### config.mk
export PLATFORM = sky130hd
export DESIGN_NAME = mfst_tracker
export DESIGN_NICKNAME = d
export VERILOG_FILES = /design/src/rtl/mfst_pkg.sv /design/src/rtl/mfst_miss_entry.sv /design/src/rtl/mfst_wb_slot.sv /design/src/rtl/mfst_tracker.sv
export SDC_FILE = /design/constraint.sdc
export NUM_CORES = 1
export LEC_CHECK = 0
export BUFFER_PORTS_ARGS = -buffer_cell sky130_fd_sc_hd__buf_4
export CORE_AREA = 2 2 262 264
export CTS_CLUSTER_DIAMETER = 150
export DETAILED_ROUTE_END_ITERATION = 7
export DIE_AREA = 0 0 264 266
export PLACE_DENSITY = 0.52
export SETUP_SLACK_MARGIN = 0.4
export SLEW_MARGIN = 20
export SYNTH_ARGS = -nofsm -noshare
export SYNTH_HDL_FRONTEND = slang
export SYNTH_HIERARCHICAL = 1
export SYNTH_SLANG_ARGS = --single-unit
### constraint.sdc
create_clock -name clk -period 4.2 [get_ports clk]
set_clock_uncertainty 0.05 [all_clocks]
set_input_delay 0.84 -clock clk [delete_from_list [all_inputs] [get_ports clk]]
set_output_delay 0.84 -clock clk [all_outputs]
set_load 0.01 [all_outputs]
### src/rtl/mfst_pkg.sv
package mfst_pkg;

    typedef enum logic [1:0] {
        MF_FREE   = 2'd0,
        MF_PEND   = 2'd1,
        MF_ISSUED = 2'd2
    } miss_st_e;

    typedef enum logic {
        SB_CLEAR = 1'b0,
        SB_HELD  = 1'b1
    } slot_st_e;

endpackage

### src/rtl/mfst_miss_entry.sv
module mfst_miss_entry
    import mfst_pkg::*;
#(
    parameter int BLK_W = 27
) (
    input  logic             clk,
    input  logic             rst_n,
    input  logic             alloc_hit,
    input  logic [BLK_W-1:0] alloc_blk,
    input  logic             alloc_load,
    input  logic             issue_hit,
    input  logic             fill_hit,
    input  logic             st_valid,
    input  logic [BLK_W-1:0] st_blk,
    input  logic             mg_valid,
    input  logic [BLK_W-1:0] mg_blk,
    output miss_st_e         state,
    output logic             nofill,
    output logic             nomerge,
    output logic             conflict,
    output logic             mergeable
);

    miss_st_e         state_q, state_d;
    logic [BLK_W-1:0] blk_q;
    logic             load_q;
    logic             nofill_q, nomerge_q;
    logic             live, poison;

    // next-state decode
    always_comb begin
        state_d = state_q;
        unique case (state_q)
            MF_FREE:   if (alloc_hit) state_d = MF_PEND;
            MF_PEND:   if (issue_hit) state_d = MF_ISSUED;
            MF_ISSUED: if (fill_hit)  state_d = MF_FREE;
            default:   state_d = MF_FREE;
        endcase
    end

    // state register
    always_ff @(posedge clk) begin
        if (!rst_n) state_q <= MF_FREE;
        else        state_q <= state_d;
    end

    // entry payload and poison flags
    always_ff @(posedge clk) begin
        if (!rst_n) begin
            blk_q     <= '0;
            load_q    <= 1'b0;
            nofill_q  <= 1'b0;
            nomerge_q <= 1'b0;
        end else if (state_q == MF_FREE && alloc_hit) begin
            blk_q     <= alloc_blk;
            load_q    <= alloc_load;
            nofill_q  <= 1'b0;
            nomerge_q <= 1'b0;
        end else if (state_q == MF_ISSUED && fill_hit) begin
            nofill_q  <= 1'b0;
            nomerge_q <= 1'b0;
        end else if (poison) begin
            nofill_q  <= 1'b1;
            nomerge_q <= 1'b1;
        end
    end

    // outputs
    always_comb begin
        live      = (state_q != MF_FREE);
        poison    = st_valid && live && load_q && (blk_q == st_blk);
        conflict  = poison && (state_q == MF_PEND) && !issue_hit;
        mergeable = mg_valid && live && load_q && !nomerge_q && (blk_q == mg_blk);
        state     = state_q;
        nofill    = nofill_q;
        nomerge   = nomerge_q;
    end

endmodule

### src/rtl/mfst_wb_slot.sv
module mfst_wb_slot
    import mfst_pkg::*;
#(
    parameter int N_MISS = 8
) (
    input  logic              clk,
    input  logic              rst_n,
    input  logic              st_hit,
    input  logic [N_MISS-1:0] conflict_vec,
    input  logic [N_MISS-1:0] clr_vec,
    output logic [N_MISS-1:0] mask,
    output logic              may_issue
);

    slot_st_e          state_q, state_d;
    logic [N_MISS-1:0] mask_q, mask_d;

    always_comb begin
        mask_d  = st_hit ? conflict_vec : (mask_q & ~clr_vec);
        state_d = state_q;
        unique case (state_q)
            SB_CLEAR: if (st_hit && (|conflict_vec)) state_d = SB_HELD;
            SB_HELD:  if (mask_d == '0)              state_d = SB_CLEAR;
            default:  state_d = SB_CLEAR;
        endcase
    end

    // state register
    always_ff @(posedge clk) begin
        if (!rst_n) state_q <= SB_CLEAR;
        else        state_q <= state_d;
    end

    always_ff @(posedge clk) begin
        if (!rst_n) mask_q <= '0;
        else        mask_q <= mask_d;
    end

    // outputs
    always_comb begin
        mask      = mask_q;
        may_issue = (state_q == SB_CLEAR);
    end

endmodule

### src/rtl/mfst_tracker.sv
module mfst_tracker
    import mfst_pkg::*;
#(
    parameter int N_MISS      = 8,
    parameter int N_WB        = 6,
    parameter int ADDR_W      = 32,
    parameter int BLOCK_BYTES = 32,
    localparam int MI_W  = (N_MISS > 1) ? $clog2(N_MISS) : 1,
    localparam int WB_W  = (N_WB > 1) ? $clog2(N_WB) : 1,
    localparam int OFF_W = $clog2(BLOCK_BYTES),
    localparam int BLK_W = ADDR_W - OFF_W
) (
    input  logic              clk,
    input  logic              rst_n,
    input  logic              alloc_valid,
    input  logic [MI_W-1:0]   alloc_idx,
    input  logic [ADDR_W-1:0] alloc_addr,
    input  logic              alloc_load,
    input  logic              merge_valid,
    input  logic [ADDR_W-1:0] merge_addr,
    output logic              merge_hit,
    output logic [MI_W-1:0]   merge_idx,
    input  logic              issue_valid,
    input  logic [MI_W-1:0]   issue_idx,
    input  logic              fill_valid,
    input  logic [MI_W-1:0]   fill_idx,
    output logic              fill_dcache_we,
    input  logic              st_valid,
    input  logic [ADDR_W-1:0] st_addr,
    input  logic [WB_W-1:0]   st_wb_idx,
    output logic [N_WB-1:0]   st_may_issue
);

    logic [N_MISS-1:0]      alloc_hit, issue_hit, fill_hit;
    logic [N_MISS-1:0]      ent_free, ent_pend, ent_issued;
    logic [N_MISS-1:0]      ent_nofill, ent_nomerge;
    logic [N_MISS-1:0]      conflict_vec, mergeable, clr_vec;
    logic [N_WB-1:0]        slot_hit;
    logic [N_WB*N_MISS-1:0] wb_mask_flat;
    logic                   unused_lsbs;

    assign unused_lsbs = ^{alloc_addr[OFF_W-1:0], st_addr[OFF_W-1:0], merge_addr[OFF_W-1:0]};

    // command decode per miss entry
    always_comb begin
        for (int i = 0; i < N_MISS; i++) begin
            alloc_hit[i] = alloc_valid && (alloc_idx == MI_W'(i));
            issue_hit[i] = issue_valid && (issue_idx == MI_W'(i));
            fill_hit[i]  = fill_valid  && (fill_idx  == MI_W'(i));
            clr_vec[i]   = issue_hit[i] && ent_pend[i];
        end
        for (int k = 0; k < N_WB; k++) begin
            slot_hit[k] = st_valid && (st_wb_idx == WB_W'(k));
        end
    end

    genvar gi;
    generate
        for (gi = 0; gi < N_MISS; gi++) begin : g_ent
            miss_st_e st;
            mfst_miss_entry #(.BLK_W(BLK_W)) u_ent (
                .clk        (clk),
                .rst_n      (rst_n),
                .alloc_hit  (alloc_hit[gi]),
                .alloc_blk  (alloc_addr[ADDR_W-1:OFF_W]),
                .alloc_load (alloc_load),
                .issue_hit  (issue_hit[gi]),
                .fill_hit   (fill_hit[gi]),
                .st_valid   (st_valid),
                .st_blk     (st_addr[ADDR_W-1:OFF_W]),
                .mg_valid   (merge_valid),
                .mg_blk     (merge_addr[ADDR_W-1:OFF_W]),
                .state      (st),
                .nofill     (ent_nofill[gi]),
                .nomerge    (ent_nomerge[gi]),
                .conflict   (conflict_vec[gi]),
                .mergeable  (mergeable[gi])
            );
            assign ent_free[gi]   = (st == MF_FREE);
            assign ent_pend[gi]   = (st == MF_PEND);
            assign ent_issued[gi] = (st == MF_ISSUED);
        end
    endgenerate

    genvar gk;
    generate
        for (gk = 0; gk < N_WB; gk++) begin : g_slot
            mfst_wb_slot #(.N_MISS(N_MISS)) u_slot (
                .clk          (clk),
                .rst_n        (rst_n),
                .st_hit       (slot_hit[gk]),
                .conflict_vec (conflict_vec),
                .clr_vec      (clr_vec),
                .mask         (wb_mask_flat[gk*N_MISS +: N_MISS]),
                .may_issue    (st_may_issue[gk])
            );
        end
    endgenerate

    // lowest mergeable entry wins
    always_comb begin
        merge_hit = 1'b0;
        merge_idx = '0;
        for (int i = N_MISS - 1; i >= 0; i--) begin
            if (mergeable[i]) begin
                merge_hit = 1'b1;
                merge_idx = MI_W'(i);
            end
        end
    end

    assign fill_dcache_we = fill_valid && ent_issued[fill_idx] && !ent_nofill[fill_idx];

endmodule

; Yosys cells after proc, flatten, opt, wreduce, memory -nomap -nowiden
; Cells that the tools add are included.
[classes]
n_bitwise = 14
eq_ne = 82
magnitude_cmp = 1
reduce_logical = 194
mux = 76
[ops]
columns = cell, n
row1 = $eq 27x27->1, 16
row2 = $logic_and 1x1->1, 134
row3 = $and 8x8->8, 6
row4 = $logic_not 8->1, 6
row5 = $mux 2, 24
row6 = $mux 8, 6
row7 = $ne 2x1->1 const B, 24
row8 = $pmux 2 s3, 8
row9 = $eq 3x3->1 const B, 14
row10 = $eq 3x2->1 const B, 8
row11 = $mux 3, 8
row12 = $reduce_and 3->1, 8
row13 = $reduce_or 3->1, 8
row14 = $mux 1, 22
row15 = $logic_not 1->1, 17
row16 = $eq 2x1->1 const B, 8
row17 = $eq 2x2->1 const B, 8
row18 = $logic_not 2->1, 8
row19 = $reduce_bool 2->1, 8
row20 = $eq 3x1->1 const B, 4
row21 = $logic_not 3->1, 4
row22 = $pmux 1 s2, 6
row23 = $not 8->8, 1
row24 = $reduce_or 8->1, 1
row25 = 3 further kinds, 10
[totals]
in_bits = 116
elab_cells = 411
regBits = 302
out_inout_bits = 11

; Longest topological paths before layout
[depth]
depth_word = 13
depth_mapped = 9
depth_no_buf = 9

; Hierarchy
; The synthesis kept the hierarchy.
[by_module_without_submodules]
columns = mod, area_each_um2, cells_each, instances, seq_area_each_um2
row1 = mfst_miss_entry, 1793.0, 216, 8, 620.6
row2 = mfst_wb_slot, 414.1, 43, 6, 180.2
row3 = mfst_tracker, 511.7, 91, 1, 0.0

; Least setup slack after synthesis
; Ideal clock, no wire load.
[synth_path]
path_kind = input port to output port
from = input port merge_addr[16]
to = output port merge_idx[1]
stages = 9
arrival_ns = 2.285
slack_ns = 1.025
required_ns = 3.310
path_buffers = 0
path_cell_list = xnor2_1 -> nand4_1 -> nor4_1 -> nand3_1 -> nor4_2 -> nor2_1 -> nor3_1 -> nor3_1 -> nor3_1
[synth_via]
elab_chain_cells = 10
word_cells_on_any_way = 24
cone_classes = eq/ne: 8 / mux: 8 / reduce/logical: 8
[synth_lines]
columns = item, line_no
row1 = start: declaration, mfst_tracker.sv:20  ; input logic [ADDR_W-1:0] merge_addr,
row2 = $eq 27x27->1, mfst_miss_entry.sv:73  ; mergeable = mg_valid && live && load_q && !nomerge_q && (blk_q == mg_blk);
row3 = $logic_and 1x1->1, mfst_miss_entry.sv:73
row4 = net mergeable[7], mfst_tracker.sv:37  ; logic [N_MISS-1:0] conflict_vec, mergeable, clr_vec;
row5 = $mux 3 (8 in series), mfst_tracker.sv:105  ; if (mergeable[i]) begin
row6 = end: declaration, mfst_tracker.sv:22  ; output logic [MI_W-1:0] merge_idx,
; The timed path passes the listed nets, and every way through them passes these cells.

; Worst setup path after layout
[layout_path]
from = register g_ent[3].u_ent.state_q[0]
to = output port merge_idx[2]
[layout_via]
elab_chain_cells = 9
[layout_lines]
columns = item, line_no
row1 = start: declaration, mfst_miss_entry.sv:24  ; miss_st_e state_q, state_d;
row2 = start signal: assignment, mfst_miss_entry.sv:44  ; else state_q <= state_d;
row3 = $reduce_bool 2->1, mfst_miss_entry.sv:70  ; live = (state_q != MF_FREE);
row4 = $logic_and 1x1->1 (4 in series), mfst_miss_entry.sv:73
row5 = net mergeable[3], mfst_tracker.sv:37
row6 = $mux 3 (4 in series), mfst_tracker.sv:105
; The timed path passes the listed nets, and every way through them passes these cells.

==> metrics.md <==
| Metric | Value |
|---|---|
| Outcome | `finished clean` |
| Port buffer count | `111` |
| HPWL Detailed | `53500 um` |
| Slew HR | `0.277` |
| Number of global-route vias before repair | `15000` |
| Switching Fraction | `0.266` |
| Skew-Pair Late Insertion Delay | `0.57 ns` |
| IO Pins | `127` |
| CTS Buf Count | `38` |
| Clock Tree Buf Depth | `3` |
| Post-DRT Antenna Nets | `0` |
| Core region area | `0.0677 mm^2` |
| Critical path class | `flip-flop to output port` |
| Hold Path Class | `flip-flop to flip-flop` |
| Post-Route WL | `73600 um` |
| Tmin final | `3.81 ns` |
| CTS root buffer | `clkbuf_16` |
| YS warnings | `6` |
| Bufs and invs on worst path | `1` |
| First DRT Iteration DRCs | `1183` |
| CTS H-tree lvls | `2` |
| Critical path peak fanout | `9` |
| Gr usage total | `0.204` |
| CTS tree | `yes` |
| Post-route cell area | `0.0208 mm^2` |
| RSZ-0062 raised after global routing | `yes` |
| Die Span X | `264 um` |
| Reg power frac | `0.410` |
| CTS Hold Bufs | `0` |
| Avg Inst Size Synth | `8.35 um^2` |
| CP max stage cell | `nor4_1` |
| Layout area overhead | `20.5%` |
| Worst setup SP type | `flip-flop` |
| Pin count of the biggest net entering global routing | `122` |
| DRC Markers | `0` |
| CP arrival | `2.92 ns` |
| TNS Setup | `0 ns` |
| Logic pwr share | `0.115` |
| Worst vdd ir | `0.249 mV` |
| GPL Wtd Cong | `0.952` |
| Fmax | `262 MHz` |
| Initial Utilization | `0.255` |
| DIE AREA | `0.0702 mm^2` |
| Clock Pin Slew Worst Setup and Hold Paths | `0.06 ns` |
| Power share of the clock group | `0.475` |
| Static leakage | `6.82 nW` |
| Syn Nets | `2185` |
| Final Max Slew Viols | `0` |
| CP endpoint kind | `output port` |
| Post-synthesis instance total | `2069` |
| Internal power | `5.34 mW` |
| Share of cells above drive strength 1 | `0.143` |
| Worst EP required | `3.31 ns` |
| CP max stage delay | `0.71 ns` |
| Vias post-DR | `15300` |
| Chip height | `266 um` |
| Pre-CTS WS | `0.190 ns` |
| Row Count | `96` |
| DRT Pass-1 Iters | `7` |
| Power per Cell Area | `349 mW/mm^2` |
| Beginning of the worst hold path | `g_ent[3].u_ent/load_q` |
| Initial antenna violation count | `10` |
| Worst slew pin tran | `1.08 ns` |
| Period Utilization, post-route | `0.907` |
| Vias per cell | `4.94` |
| RR Startpoint | `g_ent[2].u_ent/blk_q[0]` |
| Mapped Area | `0.0173 mm^2` |
| Final WS setup | `0.389 ns` |
| CTS sink count | `302` |
| NetSw | `1.94 mW` |
| CP Cell Sequence | `o21ai_1 -> nor4_1 -> nand3_1 -> nor4_2 -> nor4_1 -> nor2b_1 -> buf_4` |
| Congestion Overflow GR | `0` |
| Routed len/inst | `23.7 um` |
| Fin. Hold Viols | `0` |
| Top delay family on crit path | `simple AND/OR/NAND/NOR gates` |
| Critical Path Start | `g_ent[3].u_ent/state[0]` |
| Nets@finish | `2305` |
| First-pass GRT wire length | `105000 um` |
| Critical Path Most Common Cell | `nor4_1` |
| Final setup viols | `0` |
| Max-Cap Viols | `0` |
| Post-DP Area | `0.0191 mm^2` |
## layer usage
layer  wire (um)  GRT usage  vias up
met5          82          0        -
met2       33300      0.334      521
met1       32200      0.265     7401
met4        2890     0.0752       12
met3        5120     0.0402      138
li1            -          -     7237
## placed cells by master (no fill, tap or decap), types with 4 or more instances in the layout
cell type,n
o311a_1,6
xnor2_2,7
o21ai_0,17
a21oi_2,7
nor3_1,11
and2b_2,6
nand2b_1,12
nor4_4,7
mux2i_1,8
clkbuf_16,39
nand4_1,100
xnor2_1,335
nor4b_1,8
xor2_1,87
nor4_2,14
nor4_1,42
a21boi_0,224
clkinv_2,9
bufinv_16,4
nor2b_1,26
o21a_1,8
buf_6,9
dfxtp_1,285
nor3b_1,57
a21o_2,6
nor2_1,46
o21ai_2,6
clkbuf_8,8
nand3_1,13
dfxtp_2,15
diode_2,4
a21oi_1,51
buf_4,154
and2_1,16
nor4b_2,8
nand2_1,495
and2b_1,18
inv_1,17
## registers in the layout (all words and copies together) (netlist names)
name                   count
g_ent.u_ent/blk_q        216
g_ent.u_ent/load_q         8
g_ent.u_ent/nomerge        8
g_ent.u_ent/state         16
g_slot.u_slot/mask        48
g_slot.u_slot/state_q      6
## what timing repair did
action	4_1_cts	5_1_grt
buffers inserted	0	4
resized for setup	23	63
gates cloned	0	0
setup endpoints to repair	4	3
pin swaps	9	24
## worst paths after layout
check	end	slack [ns]	depth (start not counted)
setup / recovery	merge_idx[2]	0.39	7
setup reg to reg	g_slot[3].u_slot/state_q	1.01	10
hold reg to reg	g_ent[3].u_ent/load_q	0.42	2
hold / removal	g_ent[3].u_ent/load_q	0.42	2
## power groups by stage
stage	clock, mW	combinational [mW]	sequential [mW]
4_1_cts	3.52	0.813	2.98
2_1_floorplan	0	0.427	3.02
3_3_place_gp	0	0.798	3.04
6_report	3.45	0.840	2.98
5_1_grt	3.64	0.890	2.99
3_5_place_dp	0	0.805	3.04
## per-stage QoR
step | total power, mW | hold slack [ns] | utilization | cells
global placement | 3.84 | 0.395 | 0.282 | 3027
floorplan | 3.45 | 0.389 | - | 2069
finish | 7.28 | 0.417 | 0.307 | 3101
detailed placement | 3.85 | 0.404 | 0.282 | 3027
global route | 7.52 | 0.436 | 0.307 | 3099
CTS | 7.32 | 0.417 | 0.302 | 3093
## worst register-to-register path, stage by stage (launching register included)
cell and delay [ns]:
dfxtp_1 0.50, xnor2_1 0.17, nand4_1 0.46, nor4_1 0.43
buf_4 0.19, nand4_1 0.30, nor4b_2 0.35, buf_4 0.25
a21oi_1 0.11, nand4_1 0.17, o311a_1 0.16
## cell type report
cell class / count / area [um^2]
diodes: 4 / 10.0
clock buffers: 50 / 1100
clock inverters: 16 / 201
fillers: 7295 / 46900
inverters: 17 / 63.8
multi-input cells: 1664 / 11000
flip-flops and latches: 302 / 6070
well taps: 882 / 1100
repair buffers: 166 / 1320
(Power assumes the default switching activity.)
